## src/rtl/ringbus_fifo_pkg.sv

```systemverilog
package ringbus_fifo_pkg;

    localparam int unsigned DATA_W = 8;

    localparam logic [7:0] ADR_FIFO = 8'h00;
    localparam logic [7:0] ADR_CTRL = 8'h01;
    localparam logic [7:0] ADR_SEED = 8'h02;
    localparam logic [7:0] ADR_OCC  = 8'h03;

    typedef enum logic [2:0] {
        ACC_IDLE,
        ACC_POLL,
        ACC_FIFO,
        ACC_CTRL,
        ACC_SEED,
        ACC_OCC,
        ACC_NONE
    } acc_kind_e;

    typedef struct packed {
        logic              lb_en;
        logic [DATA_W-1:0] seed;
    } cfg_state_t;

    typedef struct packed {
        logic              full;
        logic              empty;
        logic [DATA_W-1:0] head;
    } fifo_view_t;

    function automatic logic [7:0] clamp_count(input logic [31:0] n);
        return (n > 32'd255) ? 8'hFF : n[7:0];
    endfunction

endpackage

```

## src/rtl/ringbus_fifo_decode.sv

```systemverilog
module ringbus_fifo_decode
    import ringbus_fifo_pkg::*;
(
    input  logic       stb,
    input  logic       tag,
    input  logic [7:0] adr,
    output acc_kind_e  kind
);
    always_comb begin
        if (!stb) begin
            kind = ACC_IDLE;
        end else if (!tag) begin
            kind = ACC_POLL;
        end else begin
            unique case (adr)
                ADR_FIFO: kind = ACC_FIFO;
                ADR_CTRL: kind = ACC_CTRL;
                ADR_SEED: kind = ACC_SEED;
                ADR_OCC:  kind = ACC_OCC;
                default:  kind = ACC_NONE;
            endcase
        end
    end
endmodule

```

## src/rtl/ringbus_fifo_store.sv

```systemverilog
module ringbus_fifo_store
    import ringbus_fifo_pkg::*;
#(
    parameter int unsigned DEPTH = 16,
    localparam int unsigned PW = (DEPTH > 1) ? $clog2(DEPTH) : 1,
    localparam int unsigned CW = $clog2(DEPTH + 1)
) (
    input  logic              clk,
    input  logic              rst,
    input  logic              push,
    input  logic              pop,
    input  logic [DATA_W-1:0] wdata,
    output fifo_view_t        view,
    output logic [CW-1:0]     count
);
    logic [DATA_W-1:0] mem [DEPTH];
    logic [PW-1:0]     wr_ptr;
    logic [PW-1:0]     rd_ptr;

    function automatic logic [PW-1:0] step(input logic [PW-1:0] p);
        return (p == PW'(DEPTH - 1)) ? '0 : p + PW'(1);
    endfunction

    always_ff @(posedge clk) begin
        if (push) begin
            mem[wr_ptr] <= wdata;
        end
    end

    always_ff @(posedge clk) begin
        if (rst) begin
            wr_ptr <= '0;
            rd_ptr <= '0;
            count  <= '0;
        end else begin
            if (push) begin
                wr_ptr <= step(wr_ptr);
            end
            if (pop) begin
                rd_ptr <= step(rd_ptr);
            end
            if (push && !pop) begin
                count <= count + CW'(1);
            end else if (pop && !push) begin
                count <= count - CW'(1);
            end
        end
    end

    always_comb begin
        view.full  = (count == CW'(DEPTH));
        view.empty = (count == '0);
        view.head  = mem[rd_ptr];
    end
endmodule

```

## src/rtl/ringbus_fifo_cfg.sv

```systemverilog
module ringbus_fifo_cfg
    import ringbus_fifo_pkg::*;
(
    input  logic              clk,
    input  logic              rst,
    input  logic              wr_ctrl,
    input  logic              wr_seed,
    input  logic [DATA_W-1:0] din,
    input  logic              lb_fire,
    output cfg_state_t        cfg
);
    always_ff @(posedge clk) begin
        if (rst) begin
            cfg.lb_en <= 1'b0;
            cfg.seed  <= '0;
        end else begin
            if (wr_ctrl) begin
                cfg.lb_en <= din[0];
            end
            if (wr_seed) begin
                cfg.seed <= din;
            end else if (lb_fire) begin
                cfg.seed <= cfg.seed + DATA_W'(1);
            end
        end
    end
endmodule

```

## src/rtl/ringbus_fifo_slot.sv

```systemverilog
module ringbus_fifo_slot
    import ringbus_fifo_pkg::*;
#(
    parameter int unsigned DEPTH = 16
) (
    input  logic       clk,
    input  logic       rst,
    input  logic       bus_we,
    input  logic       bus_stb,
    input  logic       bus_tag,
    input  logic [7:0] bus_adr,
    input  logic [7:0] bus_din,
    output logic       bus_stall,
    output logic       bus_ack,
    output logic [7:0] bus_dout
);
    localparam int unsigned CW = $clog2(DEPTH + 1);

    acc_kind_e         kind;
    fifo_view_t        fview;
    cfg_state_t        cfg;
    logic [CW-1:0]     occ;
    logic [7:0]        occ_byte;
    logic              fifo_wr_req;
    logic              bus_push;
    logic              bus_pop;
    logic              lb_push;
    logic              fifo_push;
    logic [DATA_W-1:0] fifo_wdata;

    ringbus_fifo_decode u_dec (
        .stb  (bus_stb),
        .tag  (bus_tag),
        .adr  (bus_adr),
        .kind (kind)
    );

    assign fifo_wr_req = (kind == ACC_FIFO) && bus_we;
    assign bus_push    = fifo_wr_req && !fview.full;
    assign bus_pop     = (kind == ACC_FIFO) && !bus_we && !fview.empty;
    assign lb_push     = cfg.lb_en && !fifo_wr_req && (!fview.full || bus_pop);
    assign fifo_push   = bus_push || lb_push;
    assign fifo_wdata  = bus_push ? bus_din : cfg.seed;

    ringbus_fifo_store #(.DEPTH(DEPTH)) u_store (
        .clk   (clk),
        .rst   (rst),
        .push  (fifo_push),
        .pop   (bus_pop),
        .wdata (fifo_wdata),
        .view  (fview),
        .count (occ)
    );

    ringbus_fifo_cfg u_cfg (
        .clk     (clk),
        .rst     (rst),
        .wr_ctrl ((kind == ACC_CTRL) && bus_we),
        .wr_seed ((kind == ACC_SEED) && bus_we),
        .din     (bus_din),
        .lb_fire (lb_push),
        .cfg     (cfg)
    );

    assign occ_byte  = clamp_count(32'(occ));
    assign bus_stall = 1'b0;

    always_comb begin
        bus_ack  = 1'b1;
        bus_dout = 8'h00;
        unique case (kind)
            ACC_IDLE: begin
                bus_ack  = 1'b0;
                bus_dout = bus_din;
            end
            ACC_POLL: bus_dout = occ_byte;
            ACC_FIFO: begin
                if (bus_we) begin
                    bus_ack = !fview.full;
                end else begin
                    bus_ack  = !fview.empty;
                    bus_dout = fview.empty ? 8'h00 : fview.head;
                end
            end
            ACC_CTRL: bus_dout = bus_we ? 8'h00 : {7'b0, cfg.lb_en};
            ACC_SEED: bus_dout = bus_we ? 8'h00 : cfg.seed;
            ACC_OCC:  bus_dout = bus_we ? 8'h00 : occ_byte;
            default:  bus_dout = 8'h00;
        endcase
    end
endmodule

```

## config.mk

```make
export PLATFORM = sky130hd
export DESIGN_NAME = ringbus_fifo_slot
export DESIGN_NICKNAME = d
export VERILOG_FILES = /design/src/rtl/ringbus_fifo_pkg.sv /design/src/rtl/ringbus_fifo_decode.sv /design/src/rtl/ringbus_fifo_store.sv /design/src/rtl/ringbus_fifo_cfg.sv /design/src/rtl/ringbus_fifo_slot.sv
export SDC_FILE = /design/constraint.sdc
export NUM_CORES = 1
export LEC_CHECK = 0
export ABC_CLOCK_PERIOD_IN_PS = 9000
export BUFFER_PORTS_ARGS = -buffer_cell sky130_fd_sc_hd__buf_2
export CORE_MARGIN = 2
export CORE_UTILIZATION = 45
export CTS_CLUSTER_SIZE = 30
export DETAILED_ROUTE_END_ITERATION = 10
export GPL_ROUTABILITY_DRIVEN = 0
export HOLD_SLACK_MARGIN = 0.15
export PLACE_DENSITY = 0.69
export SETUP_SLACK_MARGIN = 0.05
export SYNTH_ARGS = -nofsm -noshare
export SYNTH_HDL_FRONTEND = slang
export SYNTH_HIERARCHICAL = 1
export SYNTH_SLANG_ARGS = --single-unit
```

## constraint.sdc

```tcl
create_clock -name clk -period 9 [get_ports clk]
set_input_delay 0.9 -clock clk [delete_from_list [all_inputs] [get_ports clk]]
set_output_delay 0.9 -clock clk [all_outputs]
set_load 0.03 [all_outputs]
```

# Yosys cells after proc, flatten, opt, wreduce, memory -nomap -nowiden
# Memory sizes are Yosys's and may differ from the RTL's. A register that Yosys moved wholly into a read port is not among the register bits.
# Cells that the tools add are included.
# op_classes
addsub,5
n_eq_ne,11
mux,22
n_reduce_logical,23
# ops
op,count
2-to-1 mux 8 bit,6
one-hot mux 8 bit (6 select lines),1
equality test 8 x 2 -> 1 bit (second input constant),2
2-to-1 mux 4 bit,4
2-to-1 mux 5 bit,3
one-hot mux 3 bit (4 select lines),1
logical AND 1 bit,10
adder 4 x 1 -> 4 bit (second input constant),2
adder 8 x 1 -> 8 bit (second input constant),1
equality test 4 bit (second input constant),2
equality test 8 x 1 -> 1 bit (second input constant),1
zero test 8 bit,1
equality test 3 x 2 -> 1 bit (second input constant),2
equality test 3 bit (second input constant),2
zero test 1 bit,6
2-to-1 mux 3 bit,2
adder 5 x 1 -> 5 bit (second input constant),1
equality test 5 bit (second input constant),1
zero test 5 bit,1
subtractor 5 x 1 -> 5 bit (second input constant),1
2-to-1 mux 1 bit,4
nonzero test 2 bit,2
equality test 3 x 1 -> 1 bit (second input constant),1
zero test 3 bit,1
other kinds (2),3
# totals
reg_bits,22
ramBits,128
inputBits,21
out_inout_bits,10
wordCells,67
n_memories,1
# memory_table
memory,words,word_bits,read_ports,rd_ports_with_merged_regs,wr,line,rtl
u_store.mem,16,8,1,1,1,ringbus_fifo_store.sv:16,logic [DATA_W-1:0] mem [DEPTH];

# Logic depth before layout (Yosys ltp)
# depth
ltp_word,14
mapped_depth,13
depth_no_buf,12

# Modules after synthesis
# The synthesis kept the hierarchy.
# modules_own_cells
mod,n_inst,cells_each,area_per_inst_um2,seq_area_each_um2
ringbus_fifo_store,1,306,5834.3,4184.0
ringbus_fifo_cfg,1,56,501.7,180.2
ringbus_fifo_slot,1,65,495.5,0.0
ringbus_fifo_decode,1,8,61.3,0.0

# Worst setup path after synthesis
# No wires, ideal clock.
# synth_path
path_kind,input port to output port
start,input bus_adr[3]
end,output bus_dout[1]
arrival_ps,2658
t_required_ps,8100
setup_slack_ps,5442
stages,6
path_buffers,1
path_cell_list,nor4_4 -> a41o_1 -> buf_4 -> nor2b_1 -> a2bb2oi_1 -> o21ai_0
# synth_via
elab_chain_cells,6
word_cells_on_any_way,14
classes_between,eq/ne: 8; mux: 4; reduce/logical: 2
# synth_rtl
item,line,rtl
from (decl),ringbus_fifo_slot.sv:11,"input logic [7:0] bus_adr,"
"equality test 8 x 2 -> 1 bit, or another cell as far along",ringbus_fifo_decode.sv:15,unique case (adr)
one-hot mux 3 bit (4 select lines) (*),ringbus_fifo_decode.sv:15,
2-to-1 mux 3 bit (*),ringbus_fifo_decode.sv:12,end else if (!tag) begin
2-to-1 mux 3 bit (*),ringbus_fifo_decode.sv:10,if (!stb) begin
net kind[0],ringbus_fifo_slot.sv:19,acc_kind_e kind;
"equality test 3 bit, or another cell as far along",ringbus_fifo_slot.sv:71,unique case (kind)
one-hot mux 8 bit (6 select lines) (*),ringbus_fifo_slot.sv:71,
to (decl),ringbus_fifo_slot.sv:15,output logic [7:0] bus_dout
# The timed path passes the listed nets; every way through them passes the cells marked *.

# Worst setup path in the final report
# layout_path
start,input bus_adr[3]
end,register u_store.count[4]
# layout_via
elab_chain_cells,13
word_cells_on_any_way,23
classes_between,eq/ne: 4; mux: 4; reduce/logical: 15
# layout_rtl
item,line,rtl
"equality test 8 x 2 -> 1 bit, or another cell as far along",ringbus_fifo_decode.sv:15,
one-hot mux 3 bit (4 select lines) (*),ringbus_fifo_decode.sv:15,
2-to-1 mux 3 bit (*),ringbus_fifo_decode.sv:12,
2-to-1 mux 3 bit (*),ringbus_fifo_decode.sv:10,
net kind[1],ringbus_fifo_slot.sv:19,
equality test 3 x 2 -> 1 bit (*),"ringbus_fifo_slot.sv:38, ringbus_fifo_slot.sv:40",
logical AND 1 bit (on tied branches),"ringbus_fifo_slot.sv:38, ringbus_fifo_slot.sv:40",
zero test 1 bit or logical AND 1 bit (tied branches),"ringbus_fifo_slot.sv:41, ringbus_fifo_slot.sv:40",
logical AND 1 bit or logical OR 1 bit (tied branches),ringbus_fifo_slot.sv:41,assign lb_push = cfg.lb_en && !fifo_wr_req && (!fview.full || bus_pop);
logical AND 1 bit,ringbus_fifo_slot.sv:41,
logical OR 1 bit (*),ringbus_fifo_slot.sv:42,assign fifo_push = bus_push || lb_push;
net fifo_push,ringbus_fifo_slot.sv:28,logic fifo_push;
zero test 1 bit,ringbus_fifo_store.sv:44,end else if (pop && !push) begin
logical AND 1 bit,ringbus_fifo_store.sv:44,
nonzero test 2 bit (no source line),n/a,
to (signal assigned),ringbus_fifo_store.sv:43,count <= count + CW'(1);
to (signal assigned),ringbus_fifo_store.sv:45,count <= count - CW'(1);
to (decl),ringbus_fifo_store.sv:14,output logic [CW-1:0] count
# Marks and branches as above.
# A chain may end at the register's enable or synchronous reset.

==> summary.txt <==
Timing
  – Clk_skew: between 5 and 6 ps
  – Final Hold Fails: 0
  – Max-slew headroom: between 20% and 30%
  – Crit share post-route: between 50% and 60%
  – RSZ-0062 raised after global routing: no
  – Hold Slack: about 530 ps
  – Least-Margin Pin Slew: ~1100 ps
  – TNS Setup: 0 ps
  – Final setup fails: 0
  – Final min period: 4880 ps
  – F_max: about 200 MHz
  – Final Slew Violations: 0

Clocking
  – Gates resized, CTS repair: 0
  – CTS tree: built
  – Cts hold-fix bufs: 0
  – Clock Sinks: ~150
  – # H-tree levels: 4
  – Clock slew seen by the registers of the worst setup and hold paths: about 60 ps
  – Total CTS buffers: 17
  – Max clock buf depth: 2
  – Postcts setup bufs: 0
  – Root Buffer: clkbuf_16
  – Clk_lat worst skew: roughly 420 ps

Logic synthesis
  – Cells after synthesis: between 400 and 500
  – Top-count cell post-synth: edfxtp_1
  – Synth top area share: 55.8%
  – Top post-synthesis cells by area: edfxtp_1 (56%), dfxtp_1 (7.6%), mux4_1 (6.1%)
  – Top_reg_cell synth: edfxtp_1
  – Mean area per synthesized cell: between 15 and 20 µm²
  – Seq/Total Area, Yosys: a little over three fifths
  – Yosys reg bits: 154
  – Netlist cell types: 58
  – Syn nets: ~470
  – Post-synth top cells: edfxtp_1 (128), dfxtp_1 (26), nand2_1 (22), nor2_1 (22)
  – Ys async rst share: 0%
  – Area leader, netlist: edfxtp_1
  – Mapped cell area: roughly 0.0069 mm²
  – Post-synth EDFFs: between 100 and 150
  – Syn. warnings: 6

Place
  – # port buffers: 29
  – Post-DP Area: between 0.007 and 0.008 mm²
  – HPWL Detailed: ~9400 µm
  – Placed cells: approximately 630

Min path
  – Worst Hold Class: reg -> reg
  – Hold Crit Endpoint: u_store/wr_ptr[3]$_SDFFE_PP0P_
  – Worst hold path depth: 2
  – Worst hold start: u_store/wr_ptr[0]$_SDFFE_PP0P_

Power and ir drop
  – Pleak: between 2 and 3 nW
  – P per Cell Area: approximately 200 mW/mm²
  – Max IR drop VDD: approximately 0.00012 V

Floorplan
  – I/O pins: 31
  – Row Count: 45
  – DIE WIDTH: 128 µm
  – Die Ht: 128 µm
  – Starting Density: a little under half
  – Core area: about 0.015 mm²
  – Die ar.: 0.0163 mm²

Finish
  – Post-Layout Cell Count: roughly 660
  – # diodes: 0
  – Area growth from synthesis to layout: 10.8%
  – Final core utilization: between 50% and 60%
  – Final instance area: around 0.0076 mm²
  – Fraction of layout cells with a size suffix above 1: between 10% and 20%
  – Nets: 494

Worst setup path
  – Max FO, Critical Path: 13
  – Critical path data arrival time: a little over 5000 ps
  – Setup crit end kind: flop
  – Worst EP required: just over 9000 ps
  – Critical R2R Capture: u_store/count[4]$_SDFFE_PP0P_
  – Reg-to-reg startpoint: u_store/count[0]$_SDFFE_PP0P_
  – Crit path kind: in -> reg
  – R2r setup slk: 5760 ps
  – Path depth of the worst reg2reg path: 12
  – Critical path startpoint category: input port

GRT
  – GRT Util Overall: 18.9%
  – GRT overflow: 0
  – Vias in the first global route: 3991
  – Initial antenna violation count: 0
  – First-pass GRT wire length: 22700 µm
  – Largest net degree at the start of global routing: 33

Detailed routing
  – Detail Route Antenna Nets: 0
  – TritonRoute pass-1 iters: 6
  – Remaining DRCs: 0
  – Vias: between 3000 and 4000
  – Initial drt markers: ~260
  – Routed WL: about 15000 µm
  – Via-per-instance ratio: about 6.0
  – DR WL/cell: 22.2 µm

Job
  – Max cap viols: 0

Status
  – Status: complete, no violations
-- critical path, cell delays in order --
cell      delay [ps]
buf_2            100
nor4_4            50
a31oi_1          770
nor3b_1          910
a21oi_1          140
o21ai_0          720
ha_1             300
inv_1            120
ha_1             350
a21oi_1          200
a211oi_1         100
a31oi_1          180
mux2_2           340
-- stage by stage --
| stage | setup slack [ps] | power [mW] |
|---|---|---|
| after floorplan | 5440 | 0.864 |
| after global placement | 4020 | 0.888 |
| after detailed placement | 3820 | 0.892 |
| after CTS | 4220 | 1.52 |
| after global routing | 3690 | 1.56 |
| final | 4120 | 1.51 |
-- logic make-up (layout without fill, tap and decap cells) --
group,Yosys count,after routing,synth area share (%)
AO/OA/AOI/OAI,65,65,6.50
XOR/XNOR,8,8,1.02
adder cells (fa/ha/maj),11,11,2.11
buffers and inverters,28,68,2.78
flip-flops,154,154,63.3
multiplexers,55,55,14.9
other,1,1,0.0544
AND/OR/NAND/NOR,113,113,9.35
-- layer usage --
metal  global-route usage (%)  wire length [µm]  vias up
met3                     3.42               648       28
met4                     7.76               299        0
met1                     24.4              6320     2028
met2                     31.7              7470      135
met5                        0                 0        -
li1                         -                 -     1792
-- worst max path at each step --
stage                     from                             to  slack [ps]
finish              bus_adr[3]  u_store/count[4]$_SDFFE_PP0P_        4120
global route        bus_adr[3]  u_store/count[4]$_SDFFE_PP0P_        3690
CTS                 bus_adr[3]  u_store/count[4]$_SDFFE_PP0P_        4220
detailed placement  bus_adr[3]  u_store/count[4]$_SDFFE_PP0P_        3820
global placement    bus_adr[2]  u_store/count[4]$_SDFFE_PP0P_        4020
floorplan           bus_adr[3]                    bus_dout[1]        5440
-- layout make-up --
class / count / area [µm²]
Multi-Input combinational cell: 253 / 2340
Timing Repair Buffer: 30 / 153
Fill cell: 1236 / 7450
Clock inverter: 15 / 100
Tap cell: 188 / 235
Inverter: 6 / 22.5
Clock buffer: 17 / 425
Sequential cell: 154 / 4370
-- placed cells by master, fill, tap and decap left out, types with 3 or more instances in the layout --
cell and count:
a211oi_1 4, a21oi_1 14, a22oi_1 19, a2bb2oi_1 4, a31oi_1 3, a32oi_1 4, and2_1 19, buf_2 29
clkbuf_16 17, clkinv_1 3, clkinv_2 3, clkinvlp_4 4, dfxtp_1 24, edfxtp_1 128, ha_1 10, inv_1 6
inv_6 3, mux2_2 12, mux2i_1 11, mux4_1 16, mux4_2 16, nand2_1 22, nand2b_1 3, nand3_1 10
nand4_1 3, nor2_1 22, nor2b_1 5, nor3_1 3, nor3b_1 6, o211ai_1 4, o21ai_0 7, or4_1 3
xor2_1 7
-- power by group --
group | switching, mW | internal (mW) | total, mW | leakage, nW
clock | 0.283 | 0.350 | 0.633 | 0.248
sequential | 0.0104 | 0.777 | 0.787 | 1.39
combinational | 0.0552 | 0.0353 | 0.0905 | 0.938
total | 0.349 | 1.16 | 1.51 | 2.58
-- sequential cells by signal (all words and copies together), names as in the netlist, named ones only --
signal and count:
u_store/wr_ptr 4, u_store/rd_ptr 4, u_cfg/cfg 9, u_store/mem 128
u_store/count 5
Note: power is estimated with default switching activity, not from simulation.
